[src/rtl/csd_pkg.sv]
package csd_pkg;
    typedef enum logic [1:0] {
        DIG_ZERO = 2'b00,
        DIG_PLUS = 2'b01,
        DIG_BAD  = 2'b10,
        DIG_MINUS = 2'b11
    } dig_e;
endpackage

[src/rtl/csd_recoder.sv]
module csd_recoder #(
    parameter int CW = 16,
    localparam int ND = CW + 1
) (
    input  logic [CW-1:0]   coef,
    output logic [2*ND-1:0] digits
);
    import csd_pkg::*;

    // carry-based recoding, LSB first, over a twice sign-extended word
    always_comb begin
        logic [CW+1:0] b;
        logic          c;
        b = {{2{coef[CW-1]}}, coef};
        c = 1'b0;
        digits = '0;
        for (int i = 0; i < ND; i++) begin
            if ((b[i] ^ c) == 1'b1) begin
                digits[2*i +: 2] = b[i+1] ? DIG_MINUS : DIG_PLUS;
                c = b[i+1];
            end else begin
                digits[2*i +: 2] = DIG_ZERO;
                c = b[i];
            end
        end
    end
endmodule

[src/rtl/csd_term.sv]
module csd_term #(
    parameter int DW  = 16,
    parameter int PW  = 33,
    parameter int POS = 0
) (
    input  logic signed [DW-1:0] x,
    input  logic [1:0]           code,
    output logic signed [PW-1:0] term,
    output logic                 bad
);
    import csd_pkg::*;

    logic signed [PW-1:0] shifted;

    always_comb begin
        shifted = PW'(x) <<< POS;
        bad     = 1'b0;
        case (dig_e'(code))
            DIG_PLUS:  term = shifted;
            DIG_MINUS: term = -shifted;
            DIG_BAD: begin
                term = '0;
                bad  = 1'b1;
            end
            default:   term = '0;
        endcase
    end
endmodule

[src/rtl/csd_mult.sv]
module csd_mult #(
    parameter int DW   = 16,
    parameter int CW   = 16,
    parameter int FRAC = 15,
    localparam int ND = CW + 1,
    localparam int PW = DW + ND,
    localparam int OW = PW - FRAC
) (
    input  logic                 clk,
    input  logic                 rst_n,
    input  logic                 in_valid,
    input  logic signed [DW-1:0] in_data,
    input  logic                 coef_sel,
    input  logic signed [CW-1:0] coef_bin,
    input  logic [2*ND-1:0]      coef_dig,
    output logic                 out_valid,
    output logic signed [OW-1:0] out_data,
    output logic                 out_bad
);
    typedef struct packed {
        logic                 vld;
        logic                 bad;
        logic signed [OW-1:0] dat;
    } st_t;

    st_t st_d, st_q;

    logic [2*ND-1:0]      rec_dig;
    logic [2*ND-1:0]      sel_dig;
    logic signed [PW-1:0] term_w [ND];
    logic [ND-1:0]        bad_w;
    logic signed [PW-1:0] acc;

    csd_recoder #(.CW(CW)) u_rec (
        .coef   (coef_bin),
        .digits (rec_dig)
    );

    assign sel_dig = coef_sel ? rec_dig : coef_dig;

    for (genvar g = 0; g < ND; g++) begin : g_term
        csd_term #(.DW(DW), .PW(PW), .POS(g)) u_term (
            .x    (in_data),
            .code (sel_dig[2*g +: 2]),
            .term (term_w[g]),
            .bad  (bad_w[g])
        );
    end

    always_comb begin
        acc = '0;
        for (int i = 0; i < ND; i++) acc = acc + term_w[i];
    end

    always_comb begin
        st_d     = st_q;
        st_d.vld = in_valid;
        if (in_valid) begin
            st_d.dat = acc[PW-1:FRAC];
            st_d.bad = |bad_w;
        end
    end

    always_ff @(posedge clk) begin
        if (!rst_n) st_q <= '0;
        else        st_q <= st_d;
    end

    assign out_valid = st_q.vld;
    assign out_data  = st_q.dat;
    assign out_bad   = st_q.bad;

    // checks on the recoder output
    int          rec_val;
    logic [ND-1:0] rec_nz;
    always_comb begin
        rec_val = 0;
        for (int i = 0; i < ND; i++) begin
            rec_nz[i] = rec_dig[2*i] | rec_dig[2*i+1];
            if (rec_dig[2*i +: 2] == 2'b01) rec_val = rec_val + (1 <<< i);
            if (rec_dig[2*i +: 2] == 2'b11) rec_val = rec_val - (1 <<< i);
        end
    end

    AST_REC_VALUE: assert property (@(posedge clk) disable iff (!rst_n)
        rec_val == int'(coef_bin));
    AST_NO_ADJ: assert property (@(posedge clk) disable iff (!rst_n)
        (rec_nz & (rec_nz >> 1)) == '0);
    AST_REC_CLEAN: assert property (@(posedge clk) disable iff (!rst_n)
        in_valid && coef_sel |=> !out_bad);
    AST_VALID_ON: assert property (@(posedge clk) disable iff (!rst_n)
        in_valid |=> out_valid);
    AST_VALID_OFF: assert property (@(posedge clk) disable iff (!rst_n)
        !in_valid |=> !out_valid);
    AST_HOLD: assert property (@(posedge clk) disable iff (!rst_n)
        !in_valid |=> $stable(out_data) && $stable(out_bad));
endmodule

[config.mk]
export PLATFORM = sky130hd
export DESIGN_NAME = csd_mult
export DESIGN_NICKNAME = d
export VERILOG_FILES = /design/src/rtl/csd_pkg.sv /design/src/rtl/csd_recoder.sv /design/src/rtl/csd_term.sv /design/src/rtl/csd_mult.sv
export SDC_FILE = /design/constraint.sdc
export NUM_CORES = 1
export LEC_CHECK = 0
export BUFFER_PORTS_ARGS = -buffer_cell sky130_fd_sc_hd__buf_2
export CORE_UTILIZATION = 55
export CTS_CLUSTER_SIZE = 28
export DETAILED_ROUTE_END_ITERATION = 8
export HOLD_SLACK_MARGIN = 0.02
export PLACE_DENSITY = 0.82
export SYNTH_ARGS = -nofsm -noshare
export SYNTH_HDL_FRONTEND = slang
export SYNTH_HIERARCHICAL = 1
export SYNTH_SLANG_ARGS = --single-unit
[constraint.sdc]
create_clock -name clk -period 17.3 [get_ports clk]
set_input_delay 1.73 -clock clk [delete_from_list [all_inputs] [get_ports clk]]
set_output_delay 1.73 -clock clk [all_outputs]
set_load 0.03 [all_outputs]
### Word-level counts from Yosys, hierarchy flattened

Cells that the tools add are included.

* register bits after elaboration: 20
* input port bits: 70
* output and inout bits: 20

* $add $sub $neg: 33
* equal/unequal tests: 51
* mux-type cells: 81
* bitwise logic cells: 15
* reduce and logical (&&, ||, !) cells: 1

Operators by type and width (count)
* one-hot mux 33 bit (2 select lines): 17
* adder 33 bit: 16
* equality test 2 bit (second input constant): 34
* 2-to-1 mux 2 bit: 31
* equality test 2 x 1 -> 1 bit (second input constant): 17
* 2-to-1 mux 34 bit: 1
* negator 16 -> 33 bit: 1
* negator 17 -> 33 bit: 1
* negator 18 -> 33 bit: 1
* negator 19 -> 33 bit: 1
* negator 20 -> 33 bit: 1
* negator 21 -> 33 bit: 1
* negator 22 -> 33 bit: 1
* negator 23 -> 33 bit: 1
* negator 24 -> 33 bit: 1
* negator 25 -> 33 bit: 1
* negator 26 -> 33 bit: 1
* negator 27 -> 33 bit: 1
* negator 28 -> 33 bit: 1
* negator 29 -> 33 bit: 1
* negator 30 -> 33 bit: 1
* negator 31 -> 33 bit: 1
* negator 32 -> 33 bit: 1
* 2-to-1 mux 1 bit: 32
* 2 further kinds: 16

### Depth between registers and ports, before layout

* word-level depth: 50
* gate-level depth with buffers: 34

### Hierarchy

The synthesis kept the hierarchy.

Modules (own cells, without submodules)
* csd_mult: times used 1, cells each 1563, area an instance 14989.4 µm², seq. area each 400.4 µm²
* csd_term at g_term[16].u_term: times used 1, cells each 93, area an instance 695.7 µm², seq. area each 0.0 µm²
* csd_term at g_term[2].u_term: times used 1, cells each 88, area an instance 693.2 µm², seq. area each 0.0 µm²
* csd_term at g_term[13].u_term: times used 1, cells each 87, area an instance 683.2 µm², seq. area each 0.0 µm²
* csd_term at g_term[3].u_term: times used 1, cells each 89, area an instance 669.4 µm², seq. area each 0.0 µm²
* csd_term at g_term[1].u_term: times used 1, cells each 98, area an instance 666.9 µm², seq. area each 0.0 µm²
* csd_term at g_term[6].u_term: times used 1, cells each 89, area an instance 659.4 µm², seq. area each 0.0 µm²
* csd_term at g_term[14].u_term: times used 1, cells each 89, area an instance 655.6 µm², seq. area each 0.0 µm²
* csd_term at g_term[8].u_term: times used 1, cells each 87, area an instance 644.4 µm², seq. area each 0.0 µm²
* csd_term at g_term[15].u_term: times used 1, cells each 85, area an instance 641.9 µm², seq. area each 0.0 µm²
* csd_term at g_term[0].u_term: times used 1, cells each 94, area an instance 636.9 µm², seq. area each 0.0 µm²
* csd_term at g_term[4].u_term: times used 1, cells each 89, area an instance 631.9 µm², seq. area each 0.0 µm²
* csd_term at g_term[7].u_term: times used 1, cells each 97, area an instance 616.8 µm², seq. area each 0.0 µm²
* csd_term at g_term[10].u_term: times used 1, cells each 90, area an instance 611.8 µm², seq. area each 0.0 µm²
* 5 more rows

### Worst setup path before layout

Ideal clock, no wire load.

* kind: in2reg
* start: input coef_bin[7]
* end: register st_q, in the netlist out_data[16]
* library setup time: 0.122 ns
* arrival: 9.098 ns
* data required time: 17.178 ns
* path slack: 8.080 ns
* stages on the path: 31
* path buffers: 3
* cell sequence: buf_2 -> a21oi_1 -> nand2_1 -> o2111ai_2 -> a31oi_4 -> o22a_1 -> o21ai_1 -> ha_1 -> mux2_2 -> clkbuf_1 -> clkbuf_1 -> nand2_1 -> xnor2_1 -> and2_1 -> inv_1 -> fa_1 -> inv_1 -> fa_1 -> fa_1 -> fa_1 -> fa_1 -> inv_1 -> fa_1 -> inv_1 -> ha_1 -> or4_1 -> o21ai_1 -> o41ai_4 -> a221oi_4 -> nor4b_1 -> a311o_1

* elaborated cells between the ends (all ways): 71

RTL lines
* start, declared: RTL line csd_mult.sv:14 `input logic signed [CW-1:0] coef_bin,`
* 2-to-1 mux 1 bit: RTL line csd_recoder.sv:18 `if ((b[i] ^ c) == 1'b1) begin`
* bitwise XOR 1 bit: RTL line csd_recoder.sv:18
* 2-to-1 mux 1 bit (*): RTL line csd_recoder.sv:18
* bitwise XOR 1 bit (*): RTL line csd_recoder.sv:18
* 2-to-1 mux 1 bit (*): RTL line csd_recoder.sv:18
* bitwise XOR 1 bit (*): RTL line csd_recoder.sv:18
* 2-to-1 mux 1 bit (*): RTL line csd_recoder.sv:18
* bitwise XOR 1 bit (*): RTL line csd_recoder.sv:18
* [... 2 more ...]
* 2-to-1 mux 1 bit (*): RTL line csd_recoder.sv:18
* bitwise XOR 1 bit (*): RTL line csd_recoder.sv:18
* 2-to-1 mux 2 bit (*): RTL line csd_recoder.sv:18
* via rec_dig[24]: RTL line csd_mult.sv:28 `logic [2*ND-1:0] rec_dig;`
* 2-to-1 mux 34 bit (*): RTL line csd_mult.sv:39 `assign sel_dig = coef_sel ? rec_dig : coef_dig;`
* equality test 2 bit / equality test 2 x 1 -> 1 bit (equally long branches): RTL line csd_term.sv:18 `case (dig_e'(code))`
* one-hot mux 33 bit (2 select lines) (*): RTL line csd_term.sv:18
* adder 33 bit (*) (5 in series): RTL line csd_mult.sv:52 `for (int i = 0; i < ND; i++) acc = acc + term_w[i];`
* end signal, assigned: RTL line csd_mult.sv:66 `else st_q <= st_d;`
* end, declared: RTL line csd_mult.sv:26 `st_t st_d, st_q;`

Mark *: on every way through the listed nets, which the timed path passes. The rest lies on a longest branch.
A chain may end at the register's enable or synchronous reset.

==> metrics.txt <==
status=finished clean; CP Launch Type=primary input; Core ar.=0.0470 mm²; Post-Syn Area=0.0264 mm²; hold buffers post-CTS=0; f_max=0.102 GHz; Fill cells=4200; placed wire-length estimate=57.8 mm; number of enable flip-flop cells after synthesis=0; via count of the routed design=21100; GPL Wtd Cong=1.00; TritonCTS clock tree=yes; min-delay worst type=flop to flop; post-CTS setup repair buffer count=0; Fin. Hold Viols=0; via-per-instance ratio=5.64; clock-pin slew on the worst setup and hold paths=0.05 ns; Total GRT Usage=30.3%; Remaining Overflow, GRT=0; Period Utilization, post-route=56.6%; Yosys Warn Count=6; slowest CP cell=nor3b_1; Crit path arrival time=9.94 ns; Critical Path Fanout Max=34; number of max-cap violations=0; num rows=79; fin. max-slew vios=0; sequential area share after synthesis=1.52%; Mean Syn Cell Area=8.32 µm²; area grow syn2layout=0.829%; Crit path max-delay family=adder cells; clk_skew=0 ns; largest net degree at the start of global routing=67; Gate Count Post-Synth=3174; # setup viols final=0; Seq cells post-synth=20; Die Y=221 µm; PortBufs=89; nature of the critical path endpoint=flop; drt drc=0; clk_lat worst skew=0.25 ns; CP Buf/Inv Count=8; PostCTS Resize Cnt=0; cts bufs inserted=3; root buffer cell=clkbuf_16; vias in the first global route=21300; Longest Clk Path Bufs=2; Yosys cell types=101; die span in x=221 µm; fin crit period=9.80 ns; Initial DRT Pass Iterations=7; H-tree Lvls=1; share of layout cells above drive strength 1=9.19%; DR WL/cell=19.3 µm; Req. time, crit path=17.44 ns; Synth Flop Type=dfxtp_1; 1st-iter DRT viols=1965; TNS Setup=0 ns; Setup Crit Path Kind=primary input to flop; total routed wirelength=72.1 mm; Slew headroom=24.2%; worst hold slack=0.453 ns; Nets=3730; clock sink count=20; asr flop ratio synth=0%; die footprint=0.0489 mm²; RSZ-0062 raised after global routing=no; # IOs=90; final antenna-violating net count=0; crit-path max cell delay=0.83 ns; first-pass GRT wire length=117 mm; Starting Density=56.3%; initial antenna violation count=1; Tightest Pin Transition=1.13 ns
[final timing paths]
kind	to	startpoint	slack, ns	depth (start not counted)
max reg2reg	out_data[8]$_SDFFE_PN0P_	out_data[8]$_SDFFE_PN0P_	16.42	2
max	out_data[16]$_SDFFE_PN0P_	in_data[1]	7.50	27
min reg2reg	out_data[5]$_SDFFE_PN0P_	out_data[5]$_SDFFE_PN0P_	0.45	2
min	out_data[5]$_SDFFE_PN0P_	out_data[5]$_SDFFE_PN0P_	0.45	2
[cell usage after synthesis, types with 30 or more instances]
cell type  number  area share [%]
o41ai_1        41             1.4
or4_1          30            0.85
nand2b_1       39            0.92
inv_1         861              12
o41ai_2        30             1.8
nand2_1        60            0.85
xnor2_1       179             5.9
o21ai_0        84             1.6
mux2_2         35             1.5
fa_1          467              35
buf_4         141             4.0
nor2_1        131             1.9
nor2b_1        46             1.1
and2_1        163             3.9
or3_1          41            0.97
o31ai_1        66             1.9
o21a_1         63             1.8
clkbuf_1       94             1.3
a21oi_1        54             1.0
ha_1           57             2.7
xor2_1         79             2.6
mux2i_1        39             1.5
[cell families (layout without fill, tap and decap cells)]
kind of cell               after synthesis  after routing  synth area share (%)
other                                   17            139                 0.242
adders and majority gates              524            524                  38.1
AOI/OAI and AO/OA                      477            477                  15.1
DFF                                     20             20                  1.52
muxes                                   74             74                  2.97
xor gates and xnor gates               258            258                  8.56
buffers and inverters                 1136            975                  18.6
and+or+nand+nor                        668            668                  15.0
[worst register-to-register path, cell delays in order (launching register included)]
cell and delay (ns):
dfxtp_1 0.30, nor2b_1 0.12, a221o_1 0.35
[registers in the layout, indices dropped and copies added, names as in the netlist]
name	count
out_data	18
out_valid	1
out_bad	1
[final cells by class]
cell class              instances  area [µm²]  area share [%]
repair buffers                110         603            2.26
multi-input cells            2139       21600            80.9
well taps                     607         759            2.85
diodes                          1        2.50         0.00940
flip-flops and latches         20         400            1.50
clock buffers                   3        75.1           0.282
inverters                     862        3240            12.1
[per-stage QoR]
step	setup WS [ns]	cell area (µm²)	utilization, %	instances
after floorplan	8.08	26900	-	3295
after global placement	7.49	26600	56.6	3738
after detailed placement	7.39	26600	56.6	3738
after CTS	7.64	26600	56.7	3741
after global routing	7.10	26600	56.7	3741
final	7.50	26600	56.7	3742
[cells in the final DEF, fill, tap and decap left out, types with 20 or more instances in the layout]
cell	n
nand2b_1	39
ha_1	57
buf_4	21
and2_1	163
nand2_1	60
inv_1	861
o31ai_1	66
nor2b_1	46
fa_1	467
mux2_2	35
xor2_1	79
buf_2	89
o41ai_1	41
o21a_1	63
a21oi_1	54
conb_1	138
o41ai_2	30
or2_2	24
xnor2_1	179
dfxtp_1	20
or3_1	41
nor2_1	131
mux2i_1	39
or4_1	30
o21ai_0	84
[layer usage]
| layer | vias to the layer above | GRT usage, % | part of all wire (%) |
|---|---|---|---|
| met4 | 0 | 16.5 | 6.7 |
| li1 | 9455 | - | - |
| met1 | 10300 | 38.6 | 38 |
| met3 | 225 | 3.45 | 8.2 |
| met2 | 1090 | 50.5 | 48 |
| met5 | - | 0 | 0 |
Power is not shown: default switching activity piles up to over one toggle a cycle in this logic, so the estimate is an artifact.
